### src/rtl/tmr_irq_pkg.sv
package tmr_irq_pkg;
   localparam int NSRC     = 3;
   localparam int SRC_OVF  = 0;
   localparam int SRC_CMPA = 1;
   localparam int SRC_CMPB = 2;
   // register bit of source i is i + FLAG_LSB
   localparam int FLAG_LSB = 1;

   typedef enum logic {
      SEL_FLAG = 1'b0,
      SEL_MASK = 1'b1
   } reg_sel_e;
endpackage

### src/rtl/tmr_ovf_detect.sv
module tmr_ovf_detect #(
   parameter int CNT_W      = 8,
   parameter bit PC_MODE_EN = 1'b1
) (
   input  logic             clk,
   input  logic             rst_n,
   input  logic [CNT_W-1:0] cnt_i,
   input  logic             step_i,
   input  logic             down_i,
   input  logic             pc_mode_i,
   output logic             ovf_o
);
   localparam logic [CNT_W-1:0] TOP_VAL  = {CNT_W{1'b1}};
   localparam logic [CNT_W-1:0] NEAR_BOT = CNT_W'(1);

   if (CNT_W < 2) begin : g_bad_width
      $error("tmr_ovf_detect: CNT_W must be at least 2");
   end

   logic wrap_up;
   assign wrap_up = step_i && !down_i && (cnt_i == TOP_VAL);

   if (PC_MODE_EN) begin : g_pc
      logic land_bot;
      assign land_bot = step_i && down_i && (cnt_i == NEAR_BOT);
      assign ovf_o    = pc_mode_i ? land_bot : wrap_up;

      AST_PC_TURN_QUIET: assert property (@(posedge clk) disable iff (!rst_n)
         (pc_mode_i && !down_i) |-> !ovf_o);
   end else begin : g_up_only
      assign ovf_o = wrap_up;
   end

   AST_NORM_WRAP: assert property (@(posedge clk) disable iff (!rst_n)
      (!pc_mode_i && step_i && !down_i && cnt_i == TOP_VAL) |-> ovf_o);
endmodule

### src/rtl/tmr_irq_flag.sv
module tmr_irq_flag (
   input  logic clk,
   input  logic rst_n,
   input  logic set_i,
   input  logic wclr_i,
   input  logic ack_i,
   output logic flag_o
);
   logic flag_q;
   logic clr;

   assign clr = wclr_i || ack_i;

   always_ff @(posedge clk or negedge rst_n) begin
      if (!rst_n)
         flag_q <= 1'b0;
      else if (set_i)
         flag_q <= 1'b1;
      else if (clr)
         flag_q <= 1'b0;
   end

   assign flag_o = flag_q;

   AST_SET_WINS: assert property (@(posedge clk) disable iff (!rst_n)
      set_i |=> flag_q);
   AST_ACK_CLEARS: assert property (@(posedge clk) disable iff (!rst_n)
      (ack_i && !set_i) |=> !flag_q);
   AST_WR_CLEARS: assert property (@(posedge clk) disable iff (!rst_n)
      (wclr_i && !set_i) |=> !flag_q);
   AST_FLAG_HOLD: assert property (@(posedge clk) disable iff (!rst_n)
      (!set_i && !wclr_i && !ack_i) |=> $stable(flag_q));
endmodule

### src/rtl/tmr_irq_ctrl.sv
module tmr_irq_ctrl #(
   parameter int DATA_W     = 8,
   parameter int CNT_W      = 8,
   parameter bit PC_MODE_EN = 1'b1
) (
   input  logic              clk,
   input  logic              rst_n,
   input  logic              reg_addr,
   input  logic              reg_we,
   input  logic [DATA_W-1:0] reg_wdata,
   output logic [DATA_W-1:0] reg_rdata,
   input  logic              glb_ie,
   input  logic [CNT_W-1:0]  cnt_val,
   input  logic              cnt_step,
   input  logic              cnt_down,
   input  logic              pc_mode,
   input  logic              cmpa_hit,
   input  logic              cmpb_hit,
   input  logic [2:0]        vec_ack,
   output logic [2:0]        irq_req
);
   import tmr_irq_pkg::*;

   localparam logic [DATA_W-1:0] USED_BITS = DATA_W'(((1 << NSRC) - 1) << FLAG_LSB);

   if (DATA_W < FLAG_LSB + NSRC) begin : g_bad_data
      $error("tmr_irq_ctrl: DATA_W too narrow for the flag field");
   end

   reg_sel_e          sel;
   logic              wr_flag;
   logic              wr_mask;
   logic [NSRC-1:0]   set_vec;
   logic [NSRC-1:0]   flag_vec;
   logic [NSRC-1:0]   mask_q;
   logic              ovf_evt;
   logic              unused_wbits;

   assign sel          = reg_sel_e'(reg_addr);
   assign wr_flag      = reg_we && (sel == SEL_FLAG);
   assign wr_mask      = reg_we && (sel == SEL_MASK);
   assign unused_wbits = ^(reg_wdata & ~USED_BITS);

   tmr_ovf_detect #(
      .CNT_W      (CNT_W),
      .PC_MODE_EN (PC_MODE_EN)
   ) u_ovf (
      .clk       (clk),
      .rst_n     (rst_n),
      .cnt_i     (cnt_val),
      .step_i    (cnt_step),
      .down_i    (cnt_down),
      .pc_mode_i (pc_mode),
      .ovf_o     (ovf_evt)
   );

   always_comb begin
      set_vec           = '0;
      set_vec[SRC_OVF]  = ovf_evt;
      set_vec[SRC_CMPA] = cmpa_hit;
      set_vec[SRC_CMPB] = cmpb_hit;
   end

   for (genvar gi = 0; gi < NSRC; gi++) begin : g_src
      tmr_irq_flag u_flag (
         .clk    (clk),
         .rst_n  (rst_n),
         .set_i  (set_vec[gi]),
         .wclr_i (wr_flag && reg_wdata[gi + FLAG_LSB]),
         .ack_i  (vec_ack[gi]),
         .flag_o (flag_vec[gi])
      );
   end

   always_ff @(posedge clk or negedge rst_n) begin
      if (!rst_n)
         mask_q <= '0;
      else if (wr_mask)
         mask_q <= reg_wdata[FLAG_LSB +: NSRC];
   end

   always_comb begin
      reg_rdata = '0;
      case (sel)
         SEL_FLAG: reg_rdata[FLAG_LSB +: NSRC] = flag_vec;
         SEL_MASK: reg_rdata[FLAG_LSB +: NSRC] = mask_q;
         default:  reg_rdata = '0;
      endcase
   end

   assign irq_req = glb_ie ? (mask_q & flag_vec) : '0;

   AST_RSVD_ZERO: assert property (@(posedge clk) disable iff (!rst_n)
      (reg_rdata & ~USED_BITS) == '0);
   AST_IRQ_GATE: assert property (@(posedge clk) disable iff (!rst_n)
      (|irq_req) |-> glb_ie);
   AST_MASK_HOLD: assert property (@(posedge clk) disable iff (!rst_n)
      !wr_mask |=> $stable(mask_q));
endmodule

### config.mk
export PLATFORM = sky130hd
export DESIGN_NAME = tmr_irq_ctrl
export DESIGN_NICKNAME = d
export VERILOG_FILES = /design/src/rtl/tmr_irq_pkg.sv /design/src/rtl/tmr_ovf_detect.sv /design/src/rtl/tmr_irq_flag.sv /design/src/rtl/tmr_irq_ctrl.sv
export SDC_FILE = /design/constraint.sdc
export NUM_CORES = 1
export LEC_CHECK = 0
export BUFFER_PORTS_ARGS = -buffer_cell sky130_fd_sc_hd__buf_2
export CORE_AREA = 2 2 39 41
export DETAILED_ROUTE_END_ITERATION = 8
export DIE_AREA = 0 0 41 43
export PLACE_DENSITY = 0.77
export SETUP_SLACK_MARGIN = 0.1
export SLEW_MARGIN = 20
export SYNTH_ARGS = -nofsm -noshare
export SYNTH_HDL_FRONTEND = slang
export SYNTH_SLANG_ARGS = --single-unit
### constraint.sdc
create_clock -name clk -period 1.6 [get_ports clk]
set_input_delay 0.16 -clock clk [delete_from_list [all_inputs] [get_ports clk]]
set_output_delay 0.16 -clock clk [all_outputs]
set_load 0.02 [all_outputs]
==> run_results.csv <==
group,metric,value,unit
run_status,run_status,"finished, final reports clean",
cells_and_area,final_net_count,104,
detailed_routing,drt-wirelength-per-cell,9.53,um
worst_setup_path,criticalPathCategory,"reg -> out",
synth,most_frequent_cell_after_synthesis,"dfrtp_1",
synth,ys_warn_count,0,
synth,synth.yosys.seq_area_share,38.0,%
detailed_routing,post_drt_via_cell_ratio,4.65,
detailed_routing,postRouteWirelength,848,um
synth,syn_area_per_cell,9.64,um2
worst_setup_path,worst_setup_path_start_kind,"flop",
pwr,pwr_density_cell,743,nW/um2
synth,netlist.area_leader.share,38.0,%
clocking,clock_sinks,6,
detailed_routing,remaining_drc_errors,0,
synth,netlist.top_cell.by_area,"dfrtp_1",
flow_run,max_cap_viol_count,0,
die,design.portCount,40,
grt,maximum_number_of_pins_on_one_net_before_global_route_repair,7,
sta,maxSlewViolCount,0,
synth,number_of_standard_cells_after_synthesis,41,
grt,grt_overflow_total,0,
die,initial_utilization,28.6,%
clocking,cts_buffer_depth,2,
grt,number_of_global_route_vias_before_repair,418,
clocking,number_of_buffers_added_by_the_clock_tree_synthesis_step,3,
pwr,leakage,0.000307,uW
clocking,cts_tree,"done",
sta,grt_setup_unrepaired,"no",
synth,synthFlopType,"dfrtp_1",
detailed_routing,first_pass_iters,1,
detailed_routing,antenna_left,0,
die,die_y,43,um
min_path,hold_path_class,"in -> reg",
die,chipWidth,41,um
worst_setup_path,critical_path.startpoint,"mask_q[1]",
worst_setup_path,setup_crit_end_kind,"output port",
worst_setup_path,timing.rr.start,"g_src[0].u_flag.flag_o",
sta,finalHoldViolCount,0,
synth,netlist_top_cells_count,"6 x dfrtp_1, 5 x buf_4, 5 x nand2_1, 4 x mux2_2",
clocking,clock_insertion_delay_worst_skew,240,ps
cells_and_area,area_delta_synth_final,44.3,%
clocking,h_tree_lvls,1,
worst_setup_path,cp.arrival,1040,ps
synth,synth_area,395,um2
sta,final_min_period_over_clock_period,74.9,%
worst_setup_path,peak_fanout_along_the_critical_path,3,
die,fp.coreArea,1380,um2
synth,synth.ff_latch_count,6,
clocking,clk_pin_slew,40,ps
min_path,worst_hold_startpoint,"cmpb_hit",
cells_and_area,antennaDiodeCount,0,
sta,setup_viol_count_final,0,
detailed_routing,route.vias.total,414,
grt,overall_routing_resource_usage,12.6,%
die,die_area,1760,um2
worst_setup_path,cp_data_required_time,1440,ps
detailed_routing,drtIter0Drc,0,
sta,top_achievable_clock_speed,0.835,GHz
synth,post_synth_edffs,0,
sta,finClkSkew,0,ps
placed_design,place_congestion,0.614,
pwr,vdd.ir_drop.worst,0.253,mV
worst_setup_path,reg2regPathDepth,3,
cells_and_area,drive_above_1_share,56.2,%
sta,totalNegativeSetupSlack,0,ps
clocking,cts_root_buffer,"clkbuf_4",
die,row_count,14,
synth,synth.lib_cells_used.distinct,19,
grt,first_pass_grt_wire_length,1440,um
placed_design,port_buffers,29,
synth,yosys-top-cells-area,"dfrtp_1 38%, mux2_2 11%, buf_4 9.5%",
sta,timing.hold.ws,114,ps
min_path,min_path_cells,2,
synth,synth_async_sr_flop_share,100,%
sta,layout_min_cycle_time,1200,ps
grt,initial_antenna_violation_count,0,
placed_design,detailedPlacementHpwl,764,um
per-layer routing:
layer  GRT usage, %  share of wire, %  vias up  routed length [um]
met1           10.2                35      182                 299
met4           10.0                 0        0                   0
met3           4.71                11        0                  91
met5              0                 0        -                   0
li1               -                 -      208                   -
met2           21.6                54       24                 457
power breakdown:
| part | leakage (uW) | switching [uW] | internal [uW] | total (uW) |
|---|---|---|---|---|
| clock | 0.0000138 | 47.6 | 84.4 | 132 |
| combinational | 0.000222 | 61.0 | 54.4 | 115 |
| sequential | 0.0000710 | 9.20 | 167 | 177 |
| total | 0.000307 | 118 | 306 | 424 |
sequential cells by signal (all words and copies together) (netlist names):
signal               flops
g_src.u_flag.flag_o      3
mask_q                   3
cell type report:
class,count,area (um2)
Sequential cell,6,150
Clock buffer,3,22.5
Timing Repair Buffer,30,155
Multi-Input combinational cell,31,211
Fill cell,141,813
Tap cell,16,20.0
Inverter,3,11.3
final timing paths:
check | endpoint | slack, ps
setup / recovery | reg_rdata[2] | 400
hold / removal | g_src[2].u_flag.flag_o | 110
setup reg to reg | g_src[0].u_flag.flag_o | 810
hold reg to reg | mask_q[1] | 510
max in group asynchronous | mask_q[0] | 1190
min in group asynchronous | g_src[0].u_flag.flag_o | 280
through the flow:
step / util [%] / cell area, um2 / setup WS [ps] / instances / total power, uW
CTS: 41.2 / 571 / 391 / 89 / 433
global placement: 38.9 / 538 / 570 / 85 / 290
floorplan: - / 410 / 594 / 45 / 248
global route: 41.2 / 571 / 351 / 89 / 461
detailed placement: 38.9 / 538 / 572 / 85 / 294
finish: 41.2 / 571 / 402 / 89 / 424
worst max-delay path, cell delays in order, from the launching register on:
cell,delay (ps)
dfrtp_1,380
mux2_2,270
buf_2,160
layout by cell type, fill, tap and decap left out:
master and n:
mux2_1 1, nor4_1 1, nand2_1 5, nand4_1 1, conb_1 5, o21ai_0 1
o211ai_2 1, mux2_2 4, clkbuf_4 3, and3_1 3, dlygate4sd3_1 1, buf_2 29
a31o_2 2, and4_2 1, dfrtp_1 6, nor2b_1 1, inv_1 3, nand3_1 2
a211o_1 1, nor3_1 1, or4_4 1
kinds of logic after synthesis:
| family | Yosys count | share of synthesized area (%) |
|---|---|---|
| flip-flops | 6 | 38.0 |
| multiplexers | 5 | 14.2 |
| other | 1 | 0.948 |
| buffers and inverters | 8 | 12.3 |
| AO/OA/AOI/OAI | 5 | 11.1 |
| AND/OR/NAND/NOR | 16 | 23.4 |
repair_timing:
item / in CTS / in global routing
hold buffers: 1 / 0
endpoints found under the hold margin: 6 / 0
resized for setup: 0 / 0
setup buffers: 0 / 0
(Power assumes the default switching activity.)
